File: src/rtl/dcg_pkg.sv
package dcg_pkg;
  typedef enum logic [2:0] {
    OP_NOP = 3'd0,
    OP_ACT = 3'd1,
    OP_RD  = 3'd2,
    OP_WR  = 3'd3,
    OP_PRE = 3'd4,
    OP_REF = 3'd5
  } dcg_op_e;
endpackage

File: src/rtl/dcg_down_ctr.sv
module dcg_down_ctr #(
  parameter int CW = 12
) (
  input  logic          clk,
  input  logic          rst,
  input  logic          load,
  input  logic [CW-1:0] ld_val,
  output logic          zero_n
);
  logic [CW-1:0] cnt_q, cnt_d;

  always_comb begin
    if (load)              cnt_d = ld_val;
    else if (cnt_q != '0)  cnt_d = cnt_q - CW'(1);
    else                   cnt_d = cnt_q;
  end

  assign zero_n = (cnt_d == '0);

  always_ff @(posedge clk) begin
    if (rst) cnt_q <= '0;
    else     cnt_q <= cnt_d;
  end
endmodule

File: src/rtl/dcg_bank_track.sv
module dcg_bank_track #(
  parameter int CW = 12
) (
  input  logic          clk,
  input  logic          rst,
  input  logic          hit_act,
  input  logic          hit_rd,
  input  logic          hit_wr,
  input  logic          hit_pre,
  input  logic          auto_pre,
  input  logic [CW-1:0] ld_rcd,
  input  logic [CW-1:0] ld_rp,
  input  logic [CW-1:0] ld_ras,
  input  logic [CW-1:0] ld_rc,
  input  logic [CW-1:0] ld_wrp,
  output logic          open_n,
  output logic          col_ok_n,
  output logic          act_ok_n,
  output logic          pre_ok_n
);
  logic open_q, open_d;
  logic auto_close;
  logic rcd_z, rp_z, ras_z, rc_z, wrp_z;

  assign auto_close = (hit_rd || hit_wr) && auto_pre;

  always_comb begin
    open_d = open_q;
    if (hit_act)         open_d = 1'b1;
    else if (hit_pre)    open_d = 1'b0;
    else if (auto_close) open_d = 1'b0;
  end

  always_ff @(posedge clk) begin
    if (rst) open_q <= 1'b0;
    else     open_q <= open_d;
  end

  dcg_down_ctr #(.CW(CW)) u_rcd (.clk(clk), .rst(rst), .load(hit_act),
    .ld_val(ld_rcd), .zero_n(rcd_z));
  dcg_down_ctr #(.CW(CW)) u_rp  (.clk(clk), .rst(rst), .load(hit_pre || auto_close),
    .ld_val(ld_rp), .zero_n(rp_z));
  dcg_down_ctr #(.CW(CW)) u_ras (.clk(clk), .rst(rst), .load(hit_act),
    .ld_val(ld_ras), .zero_n(ras_z));
  dcg_down_ctr #(.CW(CW)) u_rc  (.clk(clk), .rst(rst), .load(hit_act),
    .ld_val(ld_rc), .zero_n(rc_z));
  dcg_down_ctr #(.CW(CW)) u_wrp (.clk(clk), .rst(rst), .load(hit_wr),
    .ld_val(ld_wrp), .zero_n(wrp_z));

  assign open_n   = open_d;
  assign col_ok_n = rcd_z;
  assign act_ok_n = rp_z && rc_z;
  assign pre_ok_n = ras_z && wrp_z;
endmodule

File: src/rtl/dcg_rank_track.sv
module dcg_rank_track #(
  parameter int CW = 12
) (
  input  logic          clk,
  input  logic          rst,
  input  logic          any_act,
  input  logic          any_rd,
  input  logic          any_wr,
  input  logic          any_pre,
  input  logic          any_ref,
  input  logic [CW-1:0] ld_rrd,
  input  logic [CW-1:0] ld_ptp,
  input  logic [CW-1:0] ld_rtp,
  input  logic [CW-1:0] ld_rtw,
  input  logic [CW-1:0] ld_wtr,
  input  logic [CW-1:0] ld_rfc,
  output logic          act_ok_n,
  output logic          pre_ok_n,
  output logic          rd_ok_n,
  output logic          wr_ok_n,
  output logic          ref_ok_n
);
  localparam int NT = 6;
  logic [NT-1:0] ld_en, tz;
  logic [CW-1:0] ld_v [NT];

  assign ld_en = {any_ref, any_wr, any_rd, any_rd, any_pre, any_act};

  always_comb begin
    ld_v[0] = ld_rrd;
    ld_v[1] = ld_ptp;
    ld_v[2] = ld_rtp;
    ld_v[3] = ld_rtw;
    ld_v[4] = ld_wtr;
    ld_v[5] = ld_rfc;
  end

  for (genvar gi = 0; gi < NT; gi++) begin : g_tmr
    dcg_down_ctr #(.CW(CW)) u_tmr (.clk(clk), .rst(rst), .load(ld_en[gi]),
      .ld_val(ld_v[gi]), .zero_n(tz[gi]));
  end

  assign act_ok_n = tz[0] && tz[5];
  assign pre_ok_n = tz[1] && tz[2];
  assign wr_ok_n  = tz[3];
  assign rd_ok_n  = tz[4];
  assign ref_ok_n = tz[5];
endmodule

File: src/rtl/dcg_idle_timer.sv
module dcg_idle_timer #(
  parameter int IW = 16
) (
  input  logic          clk,
  input  logic          rst,
  input  logic          busy,
  input  logic          any_open_n,
  input  logic [IW-1:0] limit,
  output logic          req_q
);
  logic [IW-1:0] cnt_q, cnt_d;

  always_comb begin
    if (busy)        cnt_d = '0;
    else if (&cnt_q) cnt_d = cnt_q;
    else             cnt_d = cnt_q + IW'(1);
  end

  always_ff @(posedge clk) begin
    if (rst) begin
      cnt_q <= '0;
      req_q <= 1'b0;
    end else begin
      cnt_q <= cnt_d;
      req_q <= (limit != '0) && (cnt_d >= limit) && any_open_n;
    end
  end
endmodule

File: src/rtl/dram_cmd_guard.sv
module dram_cmd_guard
  import dcg_pkg::*;
#(
  parameter int NUM_BANKS = 4,
  parameter int TW        = 8,
  parameter int RFC_W     = 10,
  parameter int IDLE_W    = 16,
  parameter int BURST_LEN = 8,
  localparam int BW = (NUM_BANKS > 1) ? $clog2(NUM_BANKS) : 1
) (
  input  logic                 clk,
  input  logic                 rst,
  input  logic                 cmd_vld,
  input  logic [2:0]           cmd_op,
  input  logic [BW-1:0]        cmd_bank,
  input  logic [TW-1:0]        t_cl,
  input  logic [TW-1:0]        t_rcd,
  input  logic [TW-1:0]        t_rp,
  input  logic [TW-1:0]        t_ras,
  input  logic [TW-1:0]        t_rrd,
  input  logic [TW-1:0]        t_ptp,
  input  logic [TW-1:0]        t_rtp,
  input  logic [TW-1:0]        t_rtw,
  input  logic [TW-1:0]        t_wr,
  input  logic [TW-1:0]        t_wtr,
  input  logic [RFC_W-1:0]     t_rfc,
  input  logic [IDLE_W-1:0]    idle_limit,
  input  logic                 auto_pre,
  output logic [NUM_BANKS-1:0] ok_act,
  output logic [NUM_BANKS-1:0] ok_rd,
  output logic [NUM_BANKS-1:0] ok_wr,
  output logic [NUM_BANKS-1:0] ok_pre,
  output logic                 ok_ref,
  output logic                 viol,
  output logic                 pre_all_req
);
  localparam int CW = ((TW + 3) > RFC_W) ? (TW + 3) : (RFC_W + 1);
  localparam logic [CW-1:0] HALF_BL = CW'(BURST_LEN / 2);

  function automatic logic [CW-1:0] dec_sat(input logic [CW-1:0] v);
    return (v == '0) ? v : v - CW'(1);
  endfunction

  // spacings and counter load values (spacing minus one)
  logic [CW-1:0] sp_wrp, sp_wtr;
  logic [CW-1:0] ld_rcd, ld_rp, ld_ras, ld_rc, ld_wrp;
  logic [CW-1:0] ld_rrd, ld_ptp, ld_rtp, ld_rtw, ld_wtr, ld_rfc;

  always_comb begin
    sp_wrp = dec_sat(CW'(t_cl) + HALF_BL + CW'(t_wr));
    sp_wtr = dec_sat(CW'(t_cl) + HALF_BL + CW'(t_wtr));
    ld_rcd = dec_sat(CW'(t_rcd));
    ld_rp  = dec_sat(CW'(t_rp));
    ld_ras = dec_sat(CW'(t_ras));
    ld_rc  = dec_sat(CW'(t_ras) + CW'(t_rp));
    ld_wrp = dec_sat(sp_wrp);
    ld_rrd = dec_sat(CW'(t_rrd));
    ld_ptp = dec_sat(CW'(t_ptp));
    ld_rtp = dec_sat(CW'(t_rtp));
    ld_rtw = dec_sat(CW'(t_rtw));
    ld_wtr = dec_sat(sp_wtr);
    ld_rfc = dec_sat(CW'(t_rfc));
  end

  // command decode
  logic is_act, is_rd, is_wr, is_pre, is_ref, cmd_real;
  assign is_act   = cmd_vld && (cmd_op == OP_ACT);
  assign is_rd    = cmd_vld && (cmd_op == OP_RD);
  assign is_wr    = cmd_vld && (cmd_op == OP_WR);
  assign is_pre   = cmd_vld && (cmd_op == OP_PRE);
  assign is_ref   = cmd_vld && (cmd_op == OP_REF);
  assign cmd_real = is_act || is_rd || is_wr || is_pre || is_ref;

  logic [NUM_BANKS-1:0] open_n, col_ok, bact_ok, bpre_ok;
  logic r_act_ok, r_pre_ok, r_rd_ok, r_wr_ok, r_ref_ok;

  for (genvar b = 0; b < NUM_BANKS; b++) begin : g_bank
    logic sel;
    assign sel = (cmd_bank == BW'(b));

    dcg_bank_track #(.CW(CW)) u_bank (
      .clk(clk), .rst(rst),
      .hit_act(is_act && sel), .hit_rd(is_rd && sel),
      .hit_wr(is_wr && sel),   .hit_pre(is_pre && sel),
      .auto_pre(auto_pre),
      .ld_rcd(ld_rcd), .ld_rp(ld_rp), .ld_ras(ld_ras), .ld_rc(ld_rc), .ld_wrp(ld_wrp),
      .open_n(open_n[b]), .col_ok_n(col_ok[b]),
      .act_ok_n(bact_ok[b]), .pre_ok_n(bpre_ok[b])
    );

    // a fresh activate blocks column commands to its bank
    assert_act_blocks_col_R2: assert property (@(posedge clk) disable iff (rst)
      (is_act && sel && t_rcd > TW'(1)) |=> (!ok_rd[b] && !ok_wr[b]));

    // a fresh activate blocks precharge of its bank
    assert_act_blocks_pre_R3: assert property (@(posedge clk) disable iff (rst)
      (is_act && sel && t_ras > TW'(1)) |=> !ok_pre[b]);

    // auto-precharge closes the bank at the column command
    assert_auto_close_R10: assert property (@(posedge clk) disable iff (rst)
      (auto_pre && (is_rd || is_wr) && sel) |=> (!ok_rd[b] && !ok_wr[b] && !ok_pre[b]));
  end

  dcg_rank_track #(.CW(CW)) u_rank (
    .clk(clk), .rst(rst),
    .any_act(is_act), .any_rd(is_rd), .any_wr(is_wr), .any_pre(is_pre), .any_ref(is_ref),
    .ld_rrd(ld_rrd), .ld_ptp(ld_ptp), .ld_rtp(ld_rtp), .ld_rtw(ld_rtw),
    .ld_wtr(ld_wtr), .ld_rfc(ld_rfc),
    .act_ok_n(r_act_ok), .pre_ok_n(r_pre_ok), .rd_ok_n(r_rd_ok),
    .wr_ok_n(r_wr_ok), .ref_ok_n(r_ref_ok)
  );

  dcg_idle_timer #(.IW(IDLE_W)) u_idle (
    .clk(clk), .rst(rst), .busy(cmd_real), .any_open_n(|open_n),
    .limit(idle_limit), .req_q(pre_all_req)
  );

  // next-state legality flags
  logic [NUM_BANKS-1:0] ok_act_d, ok_rd_d, ok_wr_d, ok_pre_d;
  logic ok_ref_d, illegal;

  always_comb begin
    ok_act_d = ~open_n & bact_ok & {NUM_BANKS{r_act_ok}};
    ok_rd_d  = open_n & col_ok & {NUM_BANKS{r_rd_ok}};
    ok_wr_d  = open_n & col_ok & {NUM_BANKS{r_wr_ok}};
    ok_pre_d = open_n & bpre_ok & {NUM_BANKS{r_pre_ok}};
    ok_ref_d = ~(|open_n) && (&bact_ok) && r_ref_ok;
  end

  always_comb begin
    illegal = 1'b0;
    if (cmd_vld) begin
      case (cmd_op)
        OP_ACT:  illegal = !ok_act[cmd_bank];
        OP_RD:   illegal = !ok_rd[cmd_bank];
        OP_WR:   illegal = !ok_wr[cmd_bank];
        OP_PRE:  illegal = !ok_pre[cmd_bank];
        OP_REF:  illegal = !ok_ref;
        default: illegal = 1'b0;
      endcase
    end
  end

  always_ff @(posedge clk) begin
    if (rst) begin
      ok_act <= '1;
      ok_rd  <= '0;
      ok_wr  <= '0;
      ok_pre <= '0;
      ok_ref <= 1'b1;
      viol   <= 1'b0;
    end else begin
      ok_act <= ok_act_d;
      ok_rd  <= ok_rd_d;
      ok_wr  <= ok_wr_d;
      ok_pre <= ok_pre_d;
      ok_ref <= ok_ref_d;
      viol   <= illegal;
    end
  end

  // activate spacing is rank-wide
  assert_act_spacing_R4: assert property (@(posedge clk) disable iff (rst)
    (is_act && t_rrd > TW'(1)) |=> (ok_act == '0));

  // refresh holds off activates and further refreshes
  assert_ref_holdoff_R5: assert property (@(posedge clk) disable iff (rst)
    (is_ref && t_rfc > RFC_W'(1)) |=> (ok_act == '0 && !ok_ref));

  // read-to-write turnaround
  assert_rd_blocks_wr_R6: assert property (@(posedge clk) disable iff (rst)
    (is_rd && t_rtw > TW'(1)) |=> (ok_wr == '0));

  // write-to-read turnaround
  assert_wr_blocks_rd_R7: assert property (@(posedge clk) disable iff (rst)
    (is_wr && sp_wtr > CW'(1)) |=> (ok_rd == '0));

  // a violation always follows an issued command
  assert_viol_has_cmd_R9: assert property (@(posedge clk) disable iff (rst)
    viol |-> $past(cmd_vld));

  // the idle request only rises after a cycle without a command
  assert_idle_rise_R11: assert property (@(posedge clk) disable iff (rst)
    $rose(pre_all_req) |-> $past(!cmd_real));
endmodule

File: config.mk
export PLATFORM = sky130hd
export DESIGN_NAME = dram_cmd_guard
export DESIGN_NICKNAME = d
export VERILOG_FILES = /design/src/rtl/dcg_pkg.sv /design/src/rtl/dcg_down_ctr.sv /design/src/rtl/dcg_bank_track.sv /design/src/rtl/dcg_rank_track.sv /design/src/rtl/dcg_idle_timer.sv /design/src/rtl/dram_cmd_guard.sv
export SDC_FILE = /design/constraint.sdc
export NUM_CORES = 1
export LEC_CHECK = 0
export BUFFER_PORTS_ARGS = -buffer_cell sky130_fd_sc_hd__buf_4
export CELL_PAD_IN_SITES_DETAIL_PLACEMENT = 1
export CELL_PAD_IN_SITES_GLOBAL_PLACEMENT = 1
export CORE_MARGIN = 3
export CORE_UTILIZATION = 48
export CTS_CLUSTER_DIAMETER = 80
export DETAILED_ROUTE_END_ITERATION = 10
export PLACE_DENSITY_LB_ADDON = 0.1
export SYNTH_ARGS = -nofsm -noshare
export SYNTH_HDL_FRONTEND = slang
export SYNTH_HIERARCHICAL = 1
export SYNTH_SLANG_ARGS = --single-unit
File: constraint.sdc
create_clock -name clk -period 6.5 [get_ports clk]
set_input_delay 0.325 -clock clk [delete_from_list [all_inputs] [get_ports clk]]
set_output_delay 0.325 -clock clk [all_outputs]
set_load 0.005 [all_outputs]
==> results of run 1 <==
-- final timing paths --
path	startpoint	depth (start not counted)	endpoint	slack (ns)
max reg2reg	u_rank/g_tmr[1].u_tmr/cnt_q[5]	8	ok_pre[2]	3.14
max	t_cl[2]	22	ok_pre[0]	0.63
min reg2reg	g_bank[1].u_bank/u_rp/cnt_q[10]	3	g_bank[1].u_bank/u_rp/cnt_q[10]	0.59
min	cmd_vld	3	viol	0.11
-- layer usage --
layer / part of all wire / vias up
li1: - / 12796
met1: 0.45 / 13209
met2: 0.48 / 610
met3: 0.045 / 166
met4: 0.027 / 0
met5: 0 / -
-- metrics by stage --
step	total power, mW	instance area, um2	hold WS, ns	instances
final	13.9	28700	0.105	4140
after detailed placement	11.2	27300	0.571	4067
after floorplan	9.57	26200	0.394	3350
after global placement	10.8	27300	0.570	4067
after global routing	14.9	28700	0.102	4140
after CTS	13.8	28700	0.0692	4139
-- critical path, delay by kind of cell --
kind | cells | cell delay, ns
AO/OA/AOI/OAI | 6 | 1.96
XOR/XNOR | 1 | 0.23
adder cells (fa/ha/maj) | 3 | 0.78
buffers and inverters | 2 | 0.30
AND/OR/NAND/NOR | 10 | 2.76
-- flip-flops by register name, summed over array words and instances, names as in the netlist, 4 cells and up --
| signal | count |
|---|---|
| u_idle/cnt_q | 16 |
| ok_pre | 4 |
| ok_act | 4 |
| g_bank.u_bank/u_rcd/cnt_q | 44 |
| g_bank.u_bank/u_wrp/cnt_q | 44 |
| g_bank.u_bank/u_ras/cnt_q | 44 |
| g_bank.u_bank/open_q | 4 |
| g_bank.u_bank/u_rp/cnt_q | 44 |
| g_bank.u_bank/u_rc/cnt_q | 44 |
| u_rank/g_tmr.u_tmr/cnt_q | 66 |
| ok_rd | 4 |
| ok_wr | 4 |
-- synthesized netlist by cell type (27+ instances only) --
| cell type | n | area share |
|---|---|---|
| a2111oi_0 | 53 | 0.018 |
| a211o_1 | 28 | 0.0094 |
| a211oi_1 | 65 | 0.019 |
| a21oi_1 | 129 | 0.025 |
| a221oi_1 | 30 | 0.010 |
| a31oi_1 | 56 | 0.013 |
| and2_1 | 90 | 0.022 |
| and4b_1 | 27 | 0.010 |
| buf_6 | 53 | 0.023 |
| clkbuf_1 | 40 | 0.0058 |
| dfxtp_1 | 325 | 0.25 |
| ha_1 | 81 | 0.039 |
| inv_1 | 169 | 0.024 |
| mux2i_1 | 70 | 0.027 |
| nand2_1 | 217 | 0.031 |
| nand2b_1 | 64 | 0.015 |
| nand3_1 | 108 | 0.021 |
| nand4_1 | 33 | 0.0080 |
| nor2_1 | 405 | 0.059 |
| nor2b_1 | 34 | 0.0082 |
| nor3_1 | 36 | 0.0069 |
| nor3b_1 | 56 | 0.016 |
| nor4_1 | 174 | 0.042 |
| o2111ai_1 | 28 | 0.0094 |
| o211ai_1 | 32 | 0.0093 |
| o21ai_0 | 93 | 0.018 |
| o21bai_1 | 31 | 0.0090 |
| o31ai_1 | 64 | 0.019 |
| or2b_2 | 50 | 0.017 |
| or3_1 | 68 | 0.016 |
| or4_1 | 59 | 0.017 |
| xnor2_1 | 53 | 0.018 |
-- kinds of logic after synthesis --
logic type | count (synthesis)
adder cells (fa/ha/maj) | 84
buffers and inverters | 319
multiplexers | 80
AO/OA/AOI/OAI | 893
AND/OR/NAND/NOR | 1508
flip-flops | 325
XOR/XNOR | 72
other | 1
-- area by class of cell --
class	count	area (um2)	area share
Sequential cell	325	6510	0.227
Antenna cell	1	2.50	0.0000872
Inverter	194	728	0.0254
Clock buffer	61	1210	0.0422
Timing Repair Buffer	154	1160	0.0404
Tap cell	688	861	0.0300
Multi-Input combinational cell	2706	18000	0.629
Clock inverter	11	183	0.00637
-- power by group through the flow --
stage	Sequential (mW)	Clock, mW	Combinational, mW
final	3.54	2.41	7.92
after global routing	3.66	2.55	8.73
after CTS	3.51	2.46	7.80
after detailed placement	3.54	0	7.67
after global placement	3.46	0	7.32
after floorplan	3.29	0	6.28
==> key figures, run 1 <==
Clock tree
  • CTS Root Cell: clkbuf_16
  • Clock Pin Slew Worst Setup and Hold Paths: 0.06 ns
  • Worst-Skew Late Latency: 0.56 ns
  • Clock tree buffer depth: 3
  • CTS tree: yes
  • Post-CTS Setup Inserts: 0
  • Number of hold buffers added after CTS: 0
  • Max H-tree Level: 2
  • Post_cts resized: 0
  • Total CTS buffers: 41
  • Clock Sinks: 325

Global routing
  • Met3 usage: 0.0344
  • Largest net degree at the start of global routing: 72
  • GRT Total Usage: 0.295
  • Met1 Resource Use GR: 0.385
  • Grt total ovfl: 0
  • First-pass GRT wire length: 142 mm
  • Initial antenna violation count: 1
  • Met2 usage: 0.513
  • Number of global-route vias before repair: 27.5k
  • Busiest grt layer: met2

Synthesis
  • Multiplexer share of the synthesized area: 0.0331
  • Syn avg cell area: 7.91 um2
  • Post-Syn Instances: 3282
  • Async S/R FF share, synth: 0
  • Distinct cells, synth: 103
  • Xor/xnor cell area share of the yosys netlist: 0.0248
  • Sequential-to-total area share from yosys stat: 0.251
  • Top_reg_cell synth: dfxtp_1
  • Syn Std Cell Area: 26000 um2
  • Compound-Gate Fraction of Synth Area: 0.265
  • Largest family of logic cells by synthesized area: simple AND/OR/NAND/NOR gates
  • Seq cells post-synth: 325
  • Adder-cell area share of the yosys netlist: 0.0414
  • EDFF count, synth: 0
  • Ys Warns: 6
  • Simple-gate share of the synthesized area: 0.320

Floorplan
  • Die height: 239 um
  • Die W: 239 um
  • Row count: 84
  • Initial Util: 0.489
  • Die area: 56900 um2
  • IO Count: 134
  • Core area: 53100 um2

STA
  • Max frequency: 0.170 GHz
  • Max-slew violations: 0
  • Setup Total Neg Slack: 0 ns
  • RSZ-0062 raised after global routing: false
  • Final worst setup slack: 0.633 ns
  • Fin crit share: 0.903
  • Relative slew slack: 0.101
  • Final setup fails: 0
  • Tmin final: 5.87 ns
  • Worst-Margin Slew: 1.34 ns
  • Hold Fails Final Rpt: 0
  • Fin Clk Skew: 0.0130 ns

Setup path
  • Max stage delay on crit path: 0.68 ns
  • Worst-path fanout max: 8
  • Critical Path Source Type: primary input
  • Crit-path slowest cell: or4_2
  • Critical path endpoint category: flop
  • Worst EP required: 7.00 ns
  • Cell Chain, Critical Path: buf_4 > ha_1 > xor2_1 > ha_1 > a21oi_1 > o221ai_1 > nor3_1 > nand3_1 > nor2_1 > nand3_1 > o21ai_0 > ha_1 > o21ai_0 > nor4b_2 > buf_4 > or3_1 > o21ai_0 > or4_2 > a2111oi_0 > and4b_1 > and2_1 > and3_1
  • Setup CP Type: in2reg
  • Crit path arrival time: 6.37 ns

Drt
  • Initial drt markers: 1462
  • Routed Wire Length: 86.8 mm
  • Vias per cell: 6.47
  • Detailed-route wire length per cell: 21.0 um
  • Final antenna-violating net count: 0
  • Routed vias: 26.8k
  • 1st-pass router iterations: 6
  • DR DRC count: 0

Power
  • Comb power frac: 0.571
  • Max VDD drop: 0.000277 V
  • PwrDens: 483 nW/um2
  • Net switching power: 6.53 mW
  • Pint: 7.34 mW
  • Sequential power share: 0.255
  • Switching fraction of total power: 0.471
  • Static leakage: 11.1 nW
  • Clk pwr share: 0.174

Run status
  • Status: complete, no violations

Cells and area
  • Most frequent cells in the layout: nor2_1 (402), dfxtp_1 (325), nand2_1 (217)
  • Fin util: 0.541
  • Leading cell type in the layout, fill and taps excluded: nor2_1
  • Layout cell share with drive strength beyond 1: 0.126
  • Fillers: 6591
  • Nets: 3621
  • Area growth, synth to finish: 10.6%

Place
  • DPL Wire Length: 63.9 mm
  • DP Worst Slack: 0.180 ns
  • Port bufs: 133
  • GP Congestion: 0.879

Job
  • Total of max-cap violations: 0

Worst hold path
  • Hold crit path type: in2reg
Note: power is estimated with default switching activity, not from simulation.
==> run 2: changes to the inputs <==
CORE_UTILIZATION = 46   (was 48)
==> run 2 against run 1 <==
- via count shrank 0.29%
- global-route usage is 1.6 points lower
- first-iteration DRC count increased by 2.2%
- clock skew down 0.0024 ns
- die area is 4.2% higher
- sequential power about the same
- flip-flop and latch count stayed put
- final cell count is 1.6% higher
- worst hold slack got worse by 0.042 ns
- register-to-register slack barely moved
- combinational power about the same
- fmax grew 0.80%
==> key figures, run 2 (synthesis gave the netlist of run 1 again) <==
Cells and area
  • Nets: 3624
  • Fin util: 0.523
  • Most frequent cells in the layout: nor2_1 (402), dfxtp_1 (325), nand2_1 (217)
  • Most flop-heavy register: u_rank/g_tmr.u_tmr/cnt_q
  • Area growth, synth to finish: 11.6%
  • Final std cells w/o fill: 4208
  • Max FFs per register: 66
  • Layout cell share with drive strength beyond 1: 0.128
  • Fillers: 6823
  • Leading cell type in the layout, fill and taps excluded: nor2_1
  • Final instance area: 29000 um2

STA
  • Worst-Margin Slew: 1.24 ns
  • Tmin final: 5.82 ns
  • Fin crit share: 0.895
  • Max-slew violations: 0
  • RSZ-0062 raised after global routing: false
  • Max frequency: 0.172 GHz
  • Setup Total Neg Slack: 0 ns
  • Relative slew slack: 0.168
  • Final setup fails: 0
  • Fin Clk Skew: 0.0106 ns
  • Final worst setup slack: 0.680 ns
  • Hold Fails Final Rpt: 0
  • Worst hold slack: 0.0638 ns

Drt
  • Detailed-route wire length per cell: 20.5 um
  • Routed Wire Length: 86.2 mm
  • Vias per cell: 6.35
  • 1st-pass router iterations: 5
  • DR DRC count: 0
  • Initial drt markers: 1494
  • Routed vias: 26.7k
  • Final antenna-violating net count: 0

Setup path
  • Worst EP required: 6.99 ns
  • Crit path arrival time: 6.31 ns
  • Critical path endpoint category: flop
  • Worst-path fanout max: 7
  • Setup CP Type: in2reg
  • Critical Path Source Type: primary input

Place
  • DP Worst Slack: 0.186 ns
  • # placed instances: 4129
  • GP Congestion: 0.874
  • Port bufs: 133
  • DPL Wire Length: 64.2 mm
  • Placed Area: 27400 um2

Floorplan
  • Die height: 244 um
  • Die area: 59300 um2
  • Core area: 55400 um2
  • Row count: 86
  • IO Count: 134
  • Initial Util: 0.468
  • Die W: 244 um

Power
  • Comb power frac: 0.562
  • PwrDens: 484 nW/um2
  • Tot Pwr: 14.0 mW
  • Switching fraction of total power: 0.464
  • Static leakage: 11.2 nW
  • Net switching power: 6.51 mW
  • Max VDD drop: 0.000299 V
  • Pint: 7.52 mW
  • Sequential power share: 0.252
  • Clk pwr share: 0.186

Global routing
  • Largest net degree at the start of global routing: 95
  • Number of global-route vias before repair: 27.2k
  • Met1 Resource Use GR: 0.359
  • Met3 usage: 0.0306
  • Met2 usage: 0.494
  • Busiest grt layer: met2
  • Grt total ovfl: 0
  • Initial antenna violation count: 2
  • GRT Total Usage: 0.279
  • First-pass GRT wire length: 140 mm

Clock tree
  • Clock Pin Slew Worst Setup and Hold Paths: 0.06 ns
  • CTS tree: yes
  • Clock tree buffer depth: 3
  • Clock Sinks: 325
  • Number of hold buffers added after CTS: 0
  • Post_cts resized: 0
  • Worst-Skew Late Latency: 0.56 ns
  • Max H-tree Level: 2
  • CTS Root Cell: clkbuf_16
  • Total CTS buffers: 42
  • Post-CTS Setup Inserts: 0

Job
  • Total of max-cap violations: 0

Run status
  • Status: complete, no violations

Worst hold path
  • Hold crit path type: in2reg
==> run 2: power groups by stage <==
stage	registers (mW)	logic, mW	clock network, mW
after floorplan	3.29	6.28	0
after global placement	3.46	7.35	0
after detailed placement	3.52	7.68	0
after CTS	3.50	7.78	2.68
after global routing	3.65	8.71	2.76
final	3.53	7.89	2.62
==> run 2: area by class of cell <==
cell class	instances	area (um2)	share of cell area
Inverter	194	728	0.0251
Clock buffer	62	1300	0.0449
Antenna cell	2	5.00	0.000173
Sequential cell	325	6510	0.225
Tap cell	748	936	0.0323
Clock inverter	15	260	0.00898
Multi-Input combinational cell	2706	18000	0.623
Timing Repair Buffer	156	1190	0.0410
==> run 2: per-layer routing <==
metal / vias to the layer above / share of wire
met4: 0 / 0.025
met3: 155 / 0.038
met1: 13259 / 0.45
met5: - / 0
met2: 508 / 0.49
li1: 12781 / -
==> run 2: final timing paths <==
kind,from,end,slack (ns),cells past startpoint
max,t_cl[2],ok_rd[0],0.68,20
max reg2reg,g_bank[1].u_bank/u_rp/cnt_q[8],ok_ref,3.13,9
min,cmd_vld,viol,0.06,3
min reg2reg,u_idle/cnt_q[9],u_idle/cnt_q[9],0.56,2
==> run 2: worst max-delay path: stages <==
cell	delay, ns
buf_4	0.10
ha_1	0.18
nand3_1	0.13
xnor2_1	0.30
ha_1	0.36
or3b_2	0.22
o211ai_1	0.10
nor3_1	0.41
nand3_2	0.28
a2111o_1	0.46
o21ai_0	0.27
ha_1	0.28
o21ai_1	0.13
or4b_1	0.65
a22o_1	0.30
or4_2	0.60
a2111oi_0	0.66
and4b_1	0.34
nand2b_1	0.11
nor2_1	0.11
==> run 3: changes to the inputs <==
clock period = 5.5 ns   (was 6.5 ns; I/O delays follow)
==> run 3 against run 2 <==
- combinational power up 19%
- first-iteration DRC count shrank 4.3%
- final cell count grew 1.5%
- largest cell class unchanged
- highest routed layer is now met5
==> key figures, run 3 (synthesis gave the netlist of run 1 again) <==
Clock tree
  • CTS tree: yes
  • Clock tree buffer depth: 3
  • CTS Root Cell: clkbuf_16
  • Clock Sinks: 325
  • Total CTS buffers: 42
  • Clock Pin Slew Worst Setup and Hold Paths: 0.06 ns
  • Worst-Skew Late Latency: 0.58 ns
  • Max H-tree Level: 2

Setup path
  • Worst EP required: 6.01 ns
  • Max stage delay on crit path: 0.61 ns
  • Critical path endpoint category: flop
  • Crit-path most repeated cell: ha_1
  • Crit-path slowest cell: or4_2
  • Cell count of the worst reg-to-reg path: 9
  • FF-to-FF Start: g_bank[1].u_bank/u_rp/cnt_q[8]
  • Critical Path Source Type: primary input
  • Cell Chain, Critical Path: buf_4 > ha_1 > nand3_1 > xnor2_1 > ha_1 > inv_1 > nor2_1 > o221a_4 > or3_4 > a2111o_1 > o21ai_0 > ha_1 > o21ai_1 > or4b_1 > a22o_1 > or4_2 > a2111oi_1 > buf_4 > and4b_1 > nand2b_1 > nor2_1
  • Setup CP Type: in2reg
  • Crit path arrival time: 5.77 ns
  • Reg2reg setup slack: 2.22 ns
  • Worst r2r dst: ok_ref
  • Worst-path fanout max: 4

Cells and area
  • Nets: 3685
  • Area growth, synth to finish: 13.5%
  • Final std cells w/o fill: 4272
  • Storage element area: 6510 um2
  • Most frequent cells in the layout: nor2_1 (402), dfxtp_1 (325), nand2_1 (217)
  • Fillers: 6886
  • Max FFs per register: 66
  • Fin util: 0.532
  • Most flop-heavy register: u_rank/g_tmr.u_tmr/cnt_q
  • Area of the multi-input gates: 18100 um2
  • Layout cell share with drive strength beyond 1: 0.143
  • Leading cell type in the layout, fill and taps excluded: nor2_1
  • Final instance area: 29500 um2

Global routing
  • GRT Total Usage: 0.280
  • Grt total ovfl: 0
  • First-pass GRT wire length: 141 mm
  • Largest net degree at the start of global routing: 110
  • Initial antenna violation count: 2
  • Number of global-route vias before repair: 27.6k

Drt
  • DR DRC count: 0
  • 1st-pass router iterations: 5
  • Detailed-route wire length per cell: 20.2 um
  • Final antenna-violating net count: 0
  • Routed Wire Length: 86.2 mm
  • Routed vias: 26.9k
  • Vias per cell: 6.29
  • Initial drt markers: 1430

STA
  • Hold Fails Final Rpt: 0
  • Setup Total Neg Slack: 0 ns
  • Max frequency: 0.190 GHz
  • Final worst setup slack: 0.246 ns
  • Worst hold slack: 0.0746 ns
  • Tmin final: 5.25 ns
  • Fin Clk Skew: 0.0228 ns
  • Max-slew violations: 0
  • Fin crit share: 0.955
  • RSZ-0062 raised after global routing: false
  • Final setup fails: 0
  • Relative slew slack: 0.220
  • Worst-Margin Slew: 1.16 ns

Place
  • DP Worst Slack: -0.391 ns
  • Placed Area: 27900 um2
  • # placed instances: 4189
  • Port bufs: 133
  • GP Congestion: 0.884
  • DPL Wire Length: 64.1 mm

Floorplan
  • IO Count: 134
  • Row count: 86
  • Core area: 55400 um2
  • Initial Util: 0.468
  • Die W: 244 um
  • Die area: 59300 um2
  • Die height: 244 um

Worst hold path
  • Hold crit path type: in2reg
  • Hold endpoint: viol
  • Hold Crit Depth: 4
  • Worst hold start: cmd_op[2]

Power
  • Max VDD drop: 0.000363 V
  • PwrDens: 566 nW/um2
  • Static leakage: 11.5 nW
  • Tot Pwr: 16.7 mW

Job
  • Total of max-cap violations: 0

Run status
  • Status: complete, no violations
## run 3: changes by cell type in the layout (fill, tap and decap cells not counted), sizes merged
cell,change
inv,-1
clkbuf,+3
buf,+60
diode,+2
dlygate4sd3,+1
clkinv,-2
clkinvlp,+1
## run 3: how the worst max path moves through the flow
stage                     startpoint   endpoint  slack, ns  cells past startpoint
after floorplan              t_cl[0]   ok_rd[3]       0.19                     17
after global placement      t_wtr[0]   ok_rd[1]      -0.19                     19
after detailed placement     t_cl[2]  ok_pre[0]      -0.39                     22
after CTS                    t_cl[3]  ok_pre[0]       0.21                     22
after global routing         t_cl[3]   ok_rd[1]       0.04                     21
final                        t_cl[3]   ok_rd[0]       0.25                     21
## run 3: cell type report
class	count	share of cell area
diodes	4	0.000340
clock buffers	65	0.0442
clock inverters	13	0.00837
inverters	194	0.0247
multi-input cells	2706	0.613
flip-flops and latches	325	0.221
well taps	748	0.0318
repair buffers	217	0.0564
## run 3: worst max-delay path, delay by kind of cell
kind                     cells  cell delay, ns
AO/OA/AOI/OAI                6            1.92
AND/OR/NAND/NOR              8            2.13
XOR/XNOR                     1            0.32
buffers and inverters        3            0.38
adder cells (fa/ha/maj)      3            0.75
## run 3: per-layer routing
metal  track usage  vias to the layer above  share of wire  wire [um]
met1         0.357                    13283           0.45      38700
met5             0                        -        0.00010          9
met2         0.499                      528           0.49      42100
li1              -                    12911              -          -
met3        0.0321                      141          0.040       3460
met4        0.0790                        2          0.023       1970
## run 3: power breakdown
part           leakage (nW)  switching, mW  internal [mW]  total (mW)
clock network         0.758           1.13           1.96        3.08
logic                  8.09           5.57           3.86        9.42
registers              2.67           1.02           3.15        4.16
total                  11.5           7.72           8.96        16.7
## run 3: repair_timing
| action | CTS | global route |
|---|---|---|
| resized for setup | 0 | 9 |
| buffers inserted | 0 | 0 |
| hold buffers | 1 | 0 |
| hold endpoints to repair | 1 | 0 |
| setup endpoints to repair | 0 | 6 |
